## config.mk

```make
export PLATFORM = sky130hd
export DESIGN_NAME = tlb_way_ctrl
export DESIGN_NICKNAME = d
export VERILOG_FILES = /design/src/rtl/tlbw_pkg.sv /design/src/rtl/tlbw_index.sv /design/src/rtl/tlbw_valid_array.sv /design/src/rtl/tlbw_victim.sv /design/src/rtl/tlb_way_ctrl.sv
export SDC_FILE = /design/constraint.sdc
export NUM_CORES = 1
export LEC_CHECK = 0
export ABC_AREA = 0
export BUFFER_PORTS_ARGS = -buffer_cell sky130_fd_sc_hd__buf_4
export CAP_MARGIN = 20
export CORE_ASPECT_RATIO = 1.4
export CORE_MARGIN = 5
export CORE_UTILIZATION = 44
export CTS_BUF_LIST = sky130_fd_sc_hd__clkbuf_16
export DETAILED_ROUTE_END_ITERATION = 16
export GPL_ROUTABILITY_DRIVEN = 0
export GPL_TIMING_DRIVEN = 1
export PLACE_DENSITY = 0.75
export RECOVER_POWER = 50
export SYNTH_ARGS = -nofsm -noshare
export SYNTH_HDL_FRONTEND = slang
export SYNTH_SLANG_ARGS = --single-unit
```

## constraint.sdc

```tcl
create_clock -name clk -period 5.5 [get_ports clk]
set_clock_uncertainty 0.2 [all_clocks]
set_input_delay 1.65 -clock clk [delete_from_list [all_inputs] [get_ports clk]]
set_output_delay 1.65 -clock clk [all_outputs]
set_load 0.03 [all_outputs]
```

## src/rtl/tlbw_pkg.sv

```systemverilog
package tlbw_pkg;
  localparam int CFG_W      = 32;
  localparam int BIT_FLUSH  = 0;
  localparam int BIT_XLATE  = 1;
  localparam int BIT_HASH   = 2;
  localparam int BIT_SINGLE = 3;
  localparam int BIT_RC_LO  = 4;

  typedef struct packed {
    logic single_vs;
    logic hash_idx;
    logic xlate_en;
  } ctrl_t;
endpackage

```

## src/rtl/tlbw_index.sv

```systemverilog
module tlbw_index #(
  parameter int VPN_W  = 20,
  parameter int ASID_W = 8,
  parameter int SET_W  = 5
) (
  input  logic [VPN_W-1:0]  vpn,
  input  logic [ASID_W-1:0] asid,
  input  logic              hash_idx,
  output logic [SET_W-1:0]  idx
);
  logic [SET_W-1:0] mix;

  generate
    if (ASID_W >= SET_W) begin : g_wide_asid
      assign mix = asid[SET_W-1:0];
    end else begin : g_narrow_asid
      assign mix = {{(SET_W-ASID_W){1'b0}}, asid};
    end
  endgenerate

  always_comb begin
    idx = vpn[SET_W-1:0];
    if (hash_idx) idx = vpn[SET_W-1:0] ^ mix;
  end
endmodule

```

## src/rtl/tlbw_valid_array.sv

```systemverilog
module tlbw_valid_array #(
  parameter int NWAYS = 4,
  parameter int SET_W = 5,
  localparam int WAY_W = $clog2(NWAYS),
  localparam int NSETS = 1 << SET_W
) (
  input  logic              clk,
  input  logic              rst_n,
  input  logic              flush,
  input  logic              wr_en,
  input  logic [SET_W-1:0]  wr_set,
  input  logic [WAY_W-1:0]  wr_way,
  input  logic [SET_W-1:0]  rd_set,
  output logic [NWAYS-1:0]  rd_bits
);
  logic [NWAYS-1:0] vbits [NSETS];
  logic             any_valid;

  always_ff @(posedge clk) begin
    if (!rst_n || flush) begin
      for (int s = 0; s < NSETS; s++) vbits[s] <= '0;
    end else if (wr_en) begin
      vbits[wr_set][wr_way] <= 1'b1;
    end
  end

  assign rd_bits = vbits[rd_set];

  always_comb begin
    any_valid = 1'b0;
    for (int s = 0; s < NSETS; s++) any_valid = any_valid | (|vbits[s]);
  end

  AST_FLUSH_EMPTIES: assert property (@(posedge clk) disable iff (!rst_n)
    flush |=> !any_valid);
  AST_REFILL_MARKS: assert property (@(posedge clk) disable iff (!rst_n)
    (wr_en && !flush) |=> vbits[$past(wr_set)][$past(wr_way)]);
endmodule

```

## src/rtl/tlbw_victim.sv

```systemverilog
module tlbw_victim #(
  parameter int NWAYS = 4,
  localparam int WAY_W = $clog2(NWAYS)
) (
  input  logic             clk,
  input  logic             rst_n,
  input  logic             miss,
  input  logic             exc,
  input  logic [WAY_W-1:0] exc_way,
  input  logic [NWAYS-1:0] set_vld,
  input  logic             sw_we,
  input  logic [WAY_W-1:0] sw_rc,
  output logic [WAY_W-1:0] rc
);
  logic             free_hit;
  logic [WAY_W-1:0] free_way;

  always_comb begin
    free_hit = 1'b0;
    free_way = '0;
    for (int w = NWAYS - 1; w >= 0; w--) begin
      if (!set_vld[w]) begin
        free_hit = 1'b1;
        free_way = WAY_W'(w);
      end
    end
  end

  always_ff @(posedge clk) begin
    if (!rst_n) begin
      rc <= '0;
    end else if (miss) begin
      rc <= free_hit ? free_way : rc + 1'b1;
    end else if (exc) begin
      rc <= exc_way;
    end else if (sw_we) begin
      rc <= sw_rc;
    end
  end

  AST_FULL_ADVANCE: assert property (@(posedge clk) disable iff (!rst_n)
    (miss && (&set_vld)) |=> rc == WAY_W'($past(rc) + 1'b1));
  AST_WAY0_FIRST: assert property (@(posedge clk) disable iff (!rst_n)
    (miss && !set_vld[0]) |=> rc == '0);
  AST_WAY1_NEXT: assert property (@(posedge clk) disable iff (!rst_n)
    (miss && set_vld[0] && !set_vld[1]) |=> rc == WAY_W'(1));
  AST_EXC_LOADS: assert property (@(posedge clk) disable iff (!rst_n)
    (exc && !miss) |=> rc == $past(exc_way));
  AST_SW_LOADS: assert property (@(posedge clk) disable iff (!rst_n)
    (sw_we && !miss && !exc) |=> rc == $past(sw_rc));
endmodule

```

## src/rtl/tlb_way_ctrl.sv

```systemverilog
module tlb_way_ctrl
  import tlbw_pkg::*;
#(
  parameter int VPN_W  = 20,
  parameter int ASID_W = 8,
  parameter int SET_W  = 5,
  parameter int NWAYS  = 4,
  localparam int WAY_W = $clog2(NWAYS)
) (
  input  logic              clk,
  input  logic              rst_n,
  input  logic              cfg_we,
  input  logic [CFG_W-1:0]  cfg_wdata,
  output logic [CFG_W-1:0]  cfg_rdata,
  input  logic [VPN_W-1:0]  look_vpn,
  input  logic [ASID_W-1:0] look_asid,
  input  logic              miss_evt,
  input  logic              exc_evt,
  input  logic [WAY_W-1:0]  exc_way,
  input  logic              refill_we,
  output logic [SET_W-1:0]  set_idx,
  output logic [NWAYS-1:0]  set_valid,
  output logic [WAY_W-1:0]  victim_way,
  output logic              xlate_en,
  output logic              single_vs
);
  ctrl_t ctrl_q;
  logic  flush_req;

  always_ff @(posedge clk) begin
    if (!rst_n) begin
      ctrl_q <= '0;
    end else if (cfg_we) begin
      ctrl_q.xlate_en  <= cfg_wdata[BIT_XLATE];
      ctrl_q.hash_idx  <= cfg_wdata[BIT_HASH];
      ctrl_q.single_vs <= cfg_wdata[BIT_SINGLE];
    end
  end

  assign flush_req = cfg_we & cfg_wdata[BIT_FLUSH];

  tlbw_index #(.VPN_W(VPN_W), .ASID_W(ASID_W), .SET_W(SET_W)) u_index (
    .vpn      (look_vpn),
    .asid     (look_asid),
    .hash_idx (ctrl_q.hash_idx),
    .idx      (set_idx)
  );

  tlbw_valid_array #(.NWAYS(NWAYS), .SET_W(SET_W)) u_valid (
    .clk     (clk),
    .rst_n   (rst_n),
    .flush   (flush_req),
    .wr_en   (refill_we),
    .wr_set  (set_idx),
    .wr_way  (victim_way),
    .rd_set  (set_idx),
    .rd_bits (set_valid)
  );

  tlbw_victim #(.NWAYS(NWAYS)) u_victim (
    .clk     (clk),
    .rst_n   (rst_n),
    .miss    (miss_evt),
    .exc     (exc_evt),
    .exc_way (exc_way),
    .set_vld (set_valid),
    .sw_we   (cfg_we),
    .sw_rc   (cfg_wdata[BIT_RC_LO +: WAY_W]),
    .rc      (victim_way)
  );

  always_comb begin
    cfg_rdata                      = '0;
    cfg_rdata[BIT_XLATE]           = ctrl_q.xlate_en;
    cfg_rdata[BIT_HASH]            = ctrl_q.hash_idx;
    cfg_rdata[BIT_SINGLE]          = ctrl_q.single_vs;
    cfg_rdata[BIT_RC_LO +: WAY_W]  = victim_way;
  end

  assign xlate_en  = ctrl_q.xlate_en;
  assign single_vs = ctrl_q.single_vs;

  AST_CTRL_STABLE: assert property (@(posedge clk) disable iff (!rst_n)
    !cfg_we |=> ($stable(xlate_en) && $stable(single_vs) && $stable(cfg_rdata[BIT_HASH])));
  AST_RC_IDLE: assert property (@(posedge clk) disable iff (!rst_n)
    (!cfg_we && !miss_evt && !exc_evt) |=> $stable(victim_way));
endmodule

```

==> metrics.txt <==
most common library cells after synthesis dfxtp_1 (133), a22o_1 (100), nand2_1 (95), o21ai_0 (42), buf_4 (36); Die Height 153 um; # IOs 113; Achievable Freq 0.178 GHz; Fin Hold WS 0.253 ns; clock buffer depth 2; LEAKAGE 3.38 nW; ys async rst share 0%; Via density 5.94; synth unique cells 72; initial antenna violation count 0; Worst EP required 3.65 ns; worst slew pin tran 2.28 ns; Ant. Diodes 0; largest family of logic cells by synthesized area compound AO/OA/AOI/OAI gates; Initial Util 44.6%; Final Non-Filler Cells 1031; sw frac 26.8%; Comb power frac 15.4%; number of max-cap violations 2; Die X 112 um; global-route wire length before repair 30700 um; Critical Path AT 3.78 ns; via count 6127; Compound-Gate Fraction of Synth Area 27.3%; yosys warns 0; VDD IR-drop max 0.234 mV; Worst Setup Path Type input port to output pin; WL per Instance 19.7 um; Clock Tree Root clkbuf_16; row count 52; 1st-iter DRT viols 686; sequential power share 37.8%; Post-DP HPWL 12700 um; mapped cell area 6410 um2; Clock Sinks 133; Placed Cells 965; Slew HR -51.9%; top-count cell post-synth dfxtp_1; area delta synth->final 30.3%; clock share of power 46.9%; top post-synthesis cells by area dfxtp_1 (42%), a22o_1 (14%), nand2_1 (5.6%); hold path cells 2; Final Max Slew Viols 135; Synth Area in Adders 0.780%; input/output buffers 41; number of enable flip-flop cells after synthesis 0; Congestion Overflow GR 0; post-synthesis mux area share 4.68%; critical path startpoint category input port; Reg2Reg Depth 26; Critical Path Fanout Max 8; drt drc 0; flop2flop setup slack 0.62 ns; Routed WL 20300 um; outcome complete, but fails checks; Tmin final 5.63 ns; total iterations of the first detailed-routing run 7; Gate Count Post-Synth 711; cell accounting for the most synthesized area dfxtp_1; Hold Crit Class flip-flop to flip-flop; die area 17100 um2; Hold Buf Count CTS 0; final hold vios 0; Post-Syn Area per Cell 9.02 um2; Critical Path End Type output pin; unrepaired setup endpoints after global routing yes; Skew-Pair Late Insertion Delay 0.42 ns; final net count 901; CTS tree done; power density over the cells 309 nW/um2; Antenna Nets Post-Route 0; largest net degree at the start of global routing 80; vias in the first global route 5813; failing checks capacitance limit, slew limit, setup timing; Clock H-tree levels 4; sequential fraction of the synthesis area 41.5%; fraction of synthesized cell area taken by the top area cell type 41.5%; number of CTS-inserted buffers 17; Core Area 14400 um2; clk slew on worst S/H paths 0.06 ns; top_reg_cell synth dfxtp_1; Sw Pwr 0.692 mW; Simple-Gate Fraction of Synth Area 16.0%; post-synthesis xor/xnor area fraction 1.07%; gr usage total 22.5%; flops & latches, synth 133; part of the cycle the worst path needs 102%; Worst Slack Setup Final -0.126 ns; Power Internal 1.89 mW; share of layout cells above drive strength 1 26.8%; # setup viols final 3
-- critical path: stages --
cell,delay (ns)
buf_8,0.11
and3_4,0.17
a222oi_1,0.34
buf_4,0.18
or2b_4,0.13
a221oi_2,0.05
or4_4,0.56
nor4_4,0.31
inv_2,0.10
buf_6,0.16
-- flip-flops by register name, indices dropped and copies added, names as in the netlist --
signal and count:
cfg_rdata 1, single_vs 1, u_victim.rc 2, u_valid.vbits 128
xlate_en 1
-- logic make-up (layout without fill, tap and decap cells) --
family          Yosys count  after routing
compound gates          229            229
xor+xnor                  7              7
fa+ha+maj                 4              4
buf+inv                 100            205
flops                   133            133
mux                      30             30
other cells               1             27
simple gates            207            207
-- what timing repair did --
action,4_1_cts,5_1_grt
gates resized for setup,36,35
setup buffers,31,5
pin swaps,13,22
endpoints found under the setup margin,4,5
cloned,0,1
-- power groups by stage --
stage / Clock (mW) / Sequential [mW] / Combinational (mW)
floorplan: 0 / 0.997 / 0.206
CTS: 1.21 / 0.975 / 0.373
finish: 1.21 / 0.975 / 0.397
detailed placement: 0 / 0.996 / 0.320
global route: 1.26 / 0.976 / 0.416
global placement: 0 / 0.996 / 0.318
-- cell type report --
type	instances	area, um2
Fill cell	1185	6020
Tap cell	189	236
Multi-Input combinational cell	504	3460
Clock inverter	15	199
Clock buffer	17	425
Inverter	16	75.1
Sequential cell	133	2660
Timing Repair Buffer	157	1300
-- stage by stage --
step	area (um2)	setup TNS (ns)	utilization, %	setup WS, ns	power [mW]
floorplan	6510	0	-	0.0299	1.20
global placement	7210	-0.703	50.1	-0.267	1.31
detailed placement	7210	-0.716	50.1	-0.255	1.32
CTS	8210	-0.277	57.1	-0.177	2.56
global route	8360	-0.479	58.1	-0.154	2.65
finish	8360	-0.189	58.1	-0.126	2.58
-- metal layers --
metal / share of wire (%) / GRT usage, %
met5: 0 / 0
met4: 5.7 / 14.1
met3: 7.0 / 4.91
met2: 50 / 38.3
met1: 38 / 25.5
-- cell usage in the layout, fill, tap and decap left out, types with 6 or more instances in the layout --
cell       Yosys  final
dfxtp_1      133    133
buf_4         36    122
a22o_1       100    100
nand2_1       95     94
o21ai_0       42     40
mux2i_1       30     28
conb_1         1     27
nand3_1       26     26
nor2_1        24     22
a21oi_1       24     18
clkbuf_16      0     18
buf_6          3     14
inv_1         14     13
nand2b_1      12     10
clkbuf_1      27     10
a32oi_1       10      9
and3_1         8      8
nor3_1         7      7
a31oi_1        8      7
nor2b_1        6      6
a221oi_2       1      6
-- path summary, 6_finish.rpt --
check,startpoint,endpoint
worst min register to register,u_valid.vbits[29][1],u_valid.vbits[29][1]
worst min-delay path,u_valid.vbits[29][1],u_valid.vbits[29][1]
worst max-delay path,look_vpn[2],set_valid[2]
worst max register to register,cfg_rdata[2],u_victim.rc[0]
(Power assumes the default switching activity.)
